==> src/rtl/lbr_pkg.sv <==
package lbr_pkg;

    localparam int LBR_ADDR_W = 32;
    localparam int LBR_LINE_W = 256;

    typedef enum logic [1:0] {
        RESP_OKAY   = 2'b00,
        RESP_EXOKAY = 2'b01,
        RESP_SLVERR = 2'b10,
        RESP_DECERR = 2'b11
    } axi_resp_e;

    typedef enum logic [1:0] {
        BURST_FIXED = 2'b00,
        BURST_INCR  = 2'b01,
        BURST_WRAP  = 2'b10
    } axi_burst_e;

    function automatic logic resp_good(input logic [1:0] code);
        return axi_resp_e'(code) == RESP_OKAY;
    endfunction

    function automatic logic [2:0] size_code(input int bytes);
        return 3'($clog2(bytes));
    endfunction

endpackage

==> src/rtl/lbr_chan_slot.sv <==
module lbr_chan_slot #(
    parameter int PW = 32
) (
    input  logic          clk,
    input  logic          rst,
    input  logic          load,
    input  logic [PW-1:0] load_d,
    input  logic          ready,
    output logic          valid,
    output logic [PW-1:0] payload
);
    logic          vld_q;
    logic [PW-1:0] pay_q;

    always_ff @(posedge clk) begin
        if (rst) begin
            vld_q <= 1'b0;
            pay_q <= '0;
        end else begin
            if (load) begin
                vld_q <= 1'b1;
                pay_q <= load_d;
            end else if (vld_q && ready) begin
                vld_q <= 1'b0;
            end
        end
    end

    assign valid   = vld_q;
    assign payload = pay_q;
endmodule

==> src/rtl/lbr_wr_engine.sv <==
module lbr_wr_engine
    import lbr_pkg::*;
#(
    parameter int ADDR_W = LBR_ADDR_W,
    parameter int LINE_W = LBR_LINE_W
) (
    input  logic              clk,
    input  logic              rst,
    input  logic              req_vld,
    output logic              req_rdy,
    input  logic [ADDR_W-1:0] req_addr,
    input  logic [LINE_W-1:0] req_line,
    output logic              done,
    output logic              ok,
    output logic              awvalid,
    input  logic              awready,
    output logic [ADDR_W-1:0] awaddr,
    output logic              wvalid,
    input  logic              wready,
    output logic [LINE_W-1:0] wdata,
    input  logic              bvalid,
    output logic              bready,
    input  logic [1:0]        bresp
);
    logic busy_q, done_q, ok_q;
    logic accept, b_hs;

    assign accept  = req_vld && !busy_q;
    assign req_rdy = !busy_q;

    lbr_chan_slot #(.PW(ADDR_W)) aw_slot (
        .clk(clk), .rst(rst), .load(accept), .load_d(req_addr),
        .ready(awready), .valid(awvalid), .payload(awaddr)
    );

    lbr_chan_slot #(.PW(LINE_W)) w_slot (
        .clk(clk), .rst(rst), .load(accept), .load_d(req_line),
        .ready(wready), .valid(wvalid), .payload(wdata)
    );

    // response channel opens only once address and data are both gone
    assign bready = busy_q && !awvalid && !wvalid;
    assign b_hs   = bvalid && bready;

    always_ff @(posedge clk) begin
        if (rst) begin
            busy_q <= 1'b0;
            done_q <= 1'b0;
            ok_q   <= 1'b0;
        end else begin
            done_q <= b_hs;
            ok_q   <= b_hs && resp_good(bresp);
            if (accept)    busy_q <= 1'b1;
            else if (b_hs) busy_q <= 1'b0;
        end
    end

    assign done = done_q;
    assign ok   = ok_q;
endmodule

==> src/rtl/lbr_rd_engine.sv <==
module lbr_rd_engine
    import lbr_pkg::*;
#(
    parameter int ADDR_W = LBR_ADDR_W,
    parameter int LINE_W = LBR_LINE_W
) (
    input  logic              clk,
    input  logic              rst,
    input  logic              req_vld,
    output logic              req_rdy,
    input  logic [ADDR_W-1:0] req_addr,
    output logic [LINE_W-1:0] line,
    output logic              done,
    output logic              ok,
    output logic              arvalid,
    input  logic              arready,
    output logic [ADDR_W-1:0] araddr,
    input  logic              rvalid,
    output logic              rready,
    input  logic [LINE_W-1:0] rdata,
    input  logic [1:0]        rresp,
    input  logic              rlast
);
    logic              busy_q, done_q, ok_q, err_q;
    logic [LINE_W-1:0] line_q;
    logic              accept, r_hs, r_end;

    assign accept  = req_vld && !busy_q;
    assign req_rdy = !busy_q;

    lbr_chan_slot #(.PW(ADDR_W)) ar_slot (
        .clk(clk), .rst(rst), .load(accept), .load_d(req_addr),
        .ready(arready), .valid(arvalid), .payload(araddr)
    );

    assign rready = busy_q && !arvalid;
    assign r_hs   = rvalid && rready;
    assign r_end  = r_hs && rlast;

    always_ff @(posedge clk) begin
        if (rst) begin
            busy_q <= 1'b0;
            done_q <= 1'b0;
            ok_q   <= 1'b0;
            err_q  <= 1'b0;
            line_q <= '0;
        end else begin
            done_q <= r_end;
            ok_q   <= r_end && !err_q && resp_good(rresp);
            if (r_hs) line_q <= rdata;
            if (accept)                 err_q <= 1'b0;
            else if (r_hs && !resp_good(rresp)) err_q <= 1'b1;
            if (accept)     busy_q <= 1'b1;
            else if (r_end) busy_q <= 1'b0;
        end
    end

    assign line = line_q;
    assign done = done_q;
    assign ok   = ok_q;
endmodule

==> src/rtl/line_axi_bridge.sv <==
module line_axi_bridge
    import lbr_pkg::*;
#(
    parameter int ADDR_W = LBR_ADDR_W,
    parameter int LINE_W = LBR_LINE_W
) (
    input  logic                  clk,
    input  logic                  rst,
    input  logic [ADDR_W-1:0]     line_addr_i,
    input  logic                  rd_vld_i,
    output logic                  rd_rdy_o,
    output logic [LINE_W-1:0]     rd_line_o,
    output logic                  rd_ok_o,
    output logic                  rd_done_o,
    input  logic                  wr_vld_i,
    output logic                  wr_rdy_o,
    input  logic [LINE_W-1:0]     wr_line_i,
    output logic                  wr_ok_o,
    output logic                  wr_done_o,
    output logic [ADDR_W-1:0]     m_awaddr,
    output logic [7:0]            m_awlen,
    output logic [2:0]            m_awsize,
    output logic [1:0]            m_awburst,
    output logic                  m_awvalid,
    input  logic                  m_awready,
    output logic [LINE_W-1:0]     m_wdata,
    output logic [LINE_W/8-1:0]   m_wstrb,
    output logic                  m_wlast,
    output logic                  m_wvalid,
    input  logic                  m_wready,
    input  logic [1:0]            m_bresp,
    input  logic                  m_bvalid,
    output logic                  m_bready,
    output logic [ADDR_W-1:0]     m_araddr,
    output logic [7:0]            m_arlen,
    output logic [2:0]            m_arsize,
    output logic [1:0]            m_arburst,
    output logic                  m_arvalid,
    input  logic                  m_arready,
    input  logic [LINE_W-1:0]     m_rdata,
    input  logic [1:0]            m_rresp,
    input  logic                  m_rlast,
    input  logic                  m_rvalid,
    output logic                  m_rready
);
    localparam int         LINE_BYTES = LINE_W / 8;
    localparam logic [2:0] BEAT_SIZE  = size_code(LINE_BYTES);

    lbr_wr_engine #(.ADDR_W(ADDR_W), .LINE_W(LINE_W)) wr_eng (
        .clk(clk), .rst(rst),
        .req_vld(wr_vld_i), .req_rdy(wr_rdy_o),
        .req_addr(line_addr_i), .req_line(wr_line_i),
        .done(wr_done_o), .ok(wr_ok_o),
        .awvalid(m_awvalid), .awready(m_awready), .awaddr(m_awaddr),
        .wvalid(m_wvalid), .wready(m_wready), .wdata(m_wdata),
        .bvalid(m_bvalid), .bready(m_bready), .bresp(m_bresp)
    );

    lbr_rd_engine #(.ADDR_W(ADDR_W), .LINE_W(LINE_W)) rd_eng (
        .clk(clk), .rst(rst),
        .req_vld(rd_vld_i), .req_rdy(rd_rdy_o),
        .req_addr(line_addr_i), .line(rd_line_o),
        .done(rd_done_o), .ok(rd_ok_o),
        .arvalid(m_arvalid), .arready(m_arready), .araddr(m_araddr),
        .rvalid(m_rvalid), .rready(m_rready), .rdata(m_rdata),
        .rresp(m_rresp), .rlast(m_rlast)
    );

    // one line per burst: a single beat of full width
    assign m_awlen   = 8'd0;
    assign m_arlen   = 8'd0;
    assign m_awsize  = BEAT_SIZE;
    assign m_arsize  = BEAT_SIZE;
    assign m_awburst = BURST_INCR;
    assign m_arburst = BURST_INCR;
    assign m_wstrb   = '1;
    assign m_wlast   = m_wvalid;
endmodule

==> config.mk <==
export PLATFORM = sky130hd
export DESIGN_NAME = line_axi_bridge
export DESIGN_NICKNAME = d
export VERILOG_FILES = /design/src/rtl/lbr_pkg.sv /design/src/rtl/lbr_chan_slot.sv /design/src/rtl/lbr_wr_engine.sv /design/src/rtl/lbr_rd_engine.sv /design/src/rtl/line_axi_bridge.sv
export SDC_FILE = /design/constraint.sdc
export NUM_CORES = 1
export LEC_CHECK = 0
export BUFFER_PORTS_ARGS = -buffer_cell sky130_fd_sc_hd__buf_2
export CAP_MARGIN = 15
export CORE_AREA = 8 8 462 464
export DETAILED_ROUTE_END_ITERATION = 10
export DIE_AREA = 0 0 470 472
export SLEW_MARGIN = 15
export SYNTH_ARGS = -nofsm -noshare
export SYNTH_HDL_FRONTEND = slang
export SYNTH_SLANG_ARGS = --single-unit
==> constraint.sdc <==
create_clock -name clk -period 2.9 [get_ports clk]
set_clock_uncertainty 0.1 [all_clocks]
set_input_delay 0.725 -clock clk [delete_from_list [all_inputs] [get_ports clk]]
set_output_delay 0.725 -clock clk [all_outputs]
set_load 0.05 [all_outputs]
[Word level (Yosys, flattened, before mapping)]
Cells that the tools add are included.
Storage, ports and cells
  register bits: 586
  input port bits: 558
  output and inout bits: 646
  word-level logic and storage cells: 54
Cells by class
  mux-type cells: 10
  reductions and logical operators: 30
Operators by type and width (count)
  logical AND 1 bit: 15
  two-way mux 1 bit: 10
  nonzero test 2 bit: 5
  logical NOT 1 bit: 7
  logical NOT 2 bit: 2
  OR reduction 2 bit: 1

[Depth between registers and ports, before layout]
  depth after elaboration: 6
  mapped depth: 6
  depth with buffers taken out: 3

[Cells and area by module]
A second synthesis with hierarchy kept.
Unflattened totals
  cell total of the unflattened synthesis: 2244
  area total of the unflattened synthesis: 24001.8 um2
Modules (own cells, without submodules)
  lbr_rd_engine: instances 1, cells each 1126, area each 11773.8 um2, seq. area each 5205.0 um2
  lbr_chan_slot at wr_eng.w_slot: instances 1, cells each 830, area each 9232.6 um2, seq. area each 5144.9 um2
  lbr_chan_slot at rd_eng.ar_slot ...: instances 2, cells each 108, area each 1204.9 um2, seq. area each 660.6 um2
  line_axi_bridge: instances 1, cells each 61, area each 450.4 um2, seq. area each 0.0 um2
  lbr_wr_engine: instances 1, cells each 11, area each 135.1 um2, seq. area each 60.1 um2

[Least setup slack after synthesis]
OpenSTA, ideal clock, no wires.
  kind: register to output
  from: register wr_eng.w_slot.vld_q, in the netlist wr_eng.w_slot.valid
  to: output m_bready
  arrival time: 1.819 ns
  required time: 2.075 ns
  setup slack: 0.256 ns
  cell stages (with the launch flop): 2
  path buffers: 0
  cell sequence: dfxtp_1 -> nor3b_1
On the way
  longest elaborated chain between the ends: 2
Ends and longest elaborated chain
  start, declared: line lbr_chan_slot.sv:12  | logic vld_q;
  start signal, assigned: line lbr_chan_slot.sv:17  | vld_q <= 1'b0;
  start signal, assigned: line lbr_chan_slot.sv:21  | vld_q <= 1'b1;
  start signal, assigned: line lbr_chan_slot.sv:24  | vld_q <= 1'b0;
  logical NOT 1 bit: line lbr_wr_engine.sv:42  | assign bready = busy_q && !awvalid && !wvalid;
  logical AND 1 bit: line lbr_wr_engine.sv:42
  end, declared: line line_axi_bridge.sv:33  | output logic m_bready,
Every way passes these cells.

[Final worst setup path]
  from: register wr_eng.busy_q
  to: output m_bready
On the way
  longest elaborated chain between the ends: 2
Ends and longest elaborated chain
  start, declared: line lbr_wr_engine.sv:25  | logic busy_q, done_q, ok_q;
  start signal, assigned: line lbr_wr_engine.sv:47  | busy_q <= 1'b0;
  start signal, assigned: line lbr_wr_engine.sv:53  | if (accept) busy_q <= 1'b1;
  start signal, assigned: line lbr_wr_engine.sv:54  | else if (b_hs) busy_q <= 1'b0;
  logical AND 1 bit (2 in a row): line lbr_wr_engine.sv:42
Every way passes these cells.

==> impl_metrics.py <==
metrics = {
    "min_path": {
        "holdCritPathClass": "primary input to register",
        "hold_depth": 2,
        "hold-path-endpoint": "wr_eng.ok",
        "hp-start": "m_bresp[0]",
    },
    "die": {
        "coreArea_um2": 206000,
        "initial_core_util_pct": 10.0,
        "io_pins": 1204,
        "rows": 167,
        "dieArea_um2": 222000,
        "dieWidth_um": 470,
        "die_y_um": 472,
    },
    "route": {
        "routedWlPerCell_um": 26.8,
        "vias": 22800,
        "vias_per_cell": 3.51,
        "drt_iter0_drc": 1649,
        "antenna_left": 0,
        "dr.pass1.iters": 5,
        "drt_wl_total_um": 175000,
        "route.detailed.drc": 0,
    },
    "grt": {
        "grt_pass1_wl_um": 222000,
        "antenna_found_initial": 252,
        "grt_max_degree": 105,
        "overflow": 0,
        "grt_pass1_vias": 22200,
        "track_usage_pct": 14.9,
    },
    "timing": {
        "rsz0062_at_grt": "no",
        "timing.slew.headroom_pct": 57.8,
        "setup-tns-final_ps": 0,
        "max_freq_mhz": 372,
        "drv_slew": 0,
        "hold_viol_final": 0,
        "period_share_pct": 92.6,
        "min_period_ps": 2690,
        "setup_viol": 0,
        "worst_slew_pin_slew_ps": 633,
    },
    "placement": {
        "place_hpwl_um": 153000,
        "port_buffers": 1145,
        "place_congestion": 0.887,
    },
    "pwr": {
        "switching_share_pct": 32.5,
        "intPower_mw": 15.5,
        "power_mw": 23.0,
        "pwr-share-comb_pct": 17.6,
        "p_per_area_nw_per_um2": 719,
        "p_leak_nw": 14.0,
        "sequentialPowerShare_pct": 37.7,
        "max-vdd-ir-drop_mv": 0.420,
        "power.share.clock_pct": 44.7,
        "net-switching-power_mw": 7.49,
    },
    "logic_synthesis": {
        "async_flop_share_pct": 0,
        "ys_types": 20,
        "syn_inst": 2598,
        "synth_flop_cell": "dfxtp_1",
        "synth_edf_count": 0,
        "yosys_warnings": 0,
        "yosysSeqAreaShare_pct": 56.8,
        "syn_area_per_cell_um2": 7.95,
        "syn_area_um2": 20700,
        "synth-seq-cells": 586,
    },
    "setup_path": {
        "cp_max_fo": 5,
        "worstSetupPathType": "register to primary output",
        "critPathCaptureType": "primary output",
        "r2r-end": "rd_eng.line[239]",
        "rrSetupSlack_ps": 970,
        "timing.rr.start": "rd_eng.ar_slot.valid",
        "reg2reg_depth": 5,
        "start_kind": "register",
        "worstPathRequired_ps": 2080,
        "cp.arrival_ps": 1860,
    },
    "clock_network": {
        "cts_root_buffer": "clkbuf_16",
        "cts_sinks": 586,
        "cts.clk_slew.worst_paths_ps": 60,
        "clock_latency_ps": 680,
        "htreeDepth": 3,
        "numCtsBuffers": 78,
        "cts_tree": "done",
        "clk_path_buf_depth": 3,
    },
    "flow_run": {
        "maxCapViolCount": 0,
    },
    "cells_and_area": {
        "drive_above_1_share_pct": 35.7,
        "fin_nets": 4244,
        "multiInputGateArea_um2": 7610,
        "area_growth_pct": 55.0,
        "final_common_cell": "nand2_1",
        "nFillCells": 23700,
        "ff_latch_area_um2": 11700,
        "final_cell_mix": "nand2_1, buf_2, dfxtp_1",
    },
    "status": {
        "status": "finished clean",
    },
}
==> flip-flops by register name, indices dropped and copies added (netlist names) <==
register,count
rd_eng.line,256
wr_eng.aw_slot.payload,32
wr_eng.busy_q,1
rd_eng.err_q,1
wr_eng.aw_slot.valid,1
rd_eng.ok,1
wr_eng.done,1
wr_eng.w_slot.valid,1
rd_eng.ar_slot.valid,1
wr_eng.ok,1
rd_eng.done,1
wr_eng.w_slot.payload,256
rd_eng.busy_q,1
rd_eng.ar_slot.payload,32
==> Yosys cell counts, types with 5 or more instances <==
cell      instances  area share (%)
a21oi_1         579              14
buf_1             6            0.11
buf_2            75             1.8
buf_4            87             3.2
buf_6            22             1.2
clkbuf_1         61             1.1
dfxtp_1         586              57
nand2_1        1154              21
nand2b_1          5            0.15
nor2_1            6            0.11
==> power groups by stage <==
stage          Sequential, mW  Clock (mW)  Combinational (mW)
2_1_floorplan            10.2           0                1.15
3_3_place_gp             8.84           0                4.08
3_5_place_dp             8.86           0                4.10
4_1_cts                  8.69        10.7                4.11
5_1_grt                  8.73        10.9                4.29
6_report                 8.69        10.3                4.04
==> layout make-up <==
| type | count | share of cell area [%] |
|---|---|---|
| multi-input combinational | 1813 | 23.7 |
| clock buffer | 97 | 6.66 |
| inverter | 2 | 0.0234 |
| tap | 2704 | 10.6 |
| clock inverter | 38 | 1.73 |
| sequential | 586 | 36.6 |
| antenna | 60 | 0.469 |
| timing repair buffer | 1205 | 20.2 |
==> per-layer routing <==
layer	vias up	wire (um)	track usage, %
li1	10500	-	-
met1	10400	63800	16.3
met2	1363	71600	22.1
met3	432	32300	12.0
met4	144	6020	4.47
met5	-	949	0
==> per-stage QoR <==
stage	worst slack, ps	std cells	cell area [um^2]	hold WS (ps)	utilization (%)
6_report	215	6505	32000	113	15.5
5_1_grt	93.6	6469	31900	42.8	15.5
4_1_cts	115	6445	31900	1.63	15.5
3_5_place_dp	709	6310	29200	343	14.2
3_3_place_gp	750	6310	29200	339	14.2
2_1_floorplan	256	2654	20900	371	-
==> how the worst max path moves through the flow <==
stage / cells after the start / slack (ps) / endpoint / start
after floorplan: 1 / 260 / m_bready / wr_eng.w_slot.valid
after global placement: 6 / 750 / rd_eng.line[209] / m_rvalid
after detailed placement: 6 / 710 / rd_eng.line[239] / m_rvalid
after CTS: 2 / 110 / m_bready / wr_eng.busy_q
after global routing: 2 / 90 / m_bready / wr_eng.busy_q
final: 2 / 210 / m_bready / wr_eng.busy_q
==> timing repair <==
action | in CTS | in global routing
endpoints found under the setup margin | 1 | 0
hold buffers | 0 | 0
gates resized for setup | 1 | 0
buffers inserted | 0 | 0
==> worst max-delay path, cell delays in order (launching register included) <==
cell and delay [ps]:
dfxtp_2 480, nor3b_1 370, buf_2 340
==> kinds of logic (layout without fill, tap and decap cells) <==
logic type	after synthesis	after routing	share of synthesized area, %
buffers and inverters	255	1342	7.57
other	2	118	0.0363
flip-flops	586	586	56.8
AO/OA/AOI/OAI	581	581	14.1
AND/OR/NAND/NOR	1174	1174	21.5
Power figures use the tool's default switching activity.
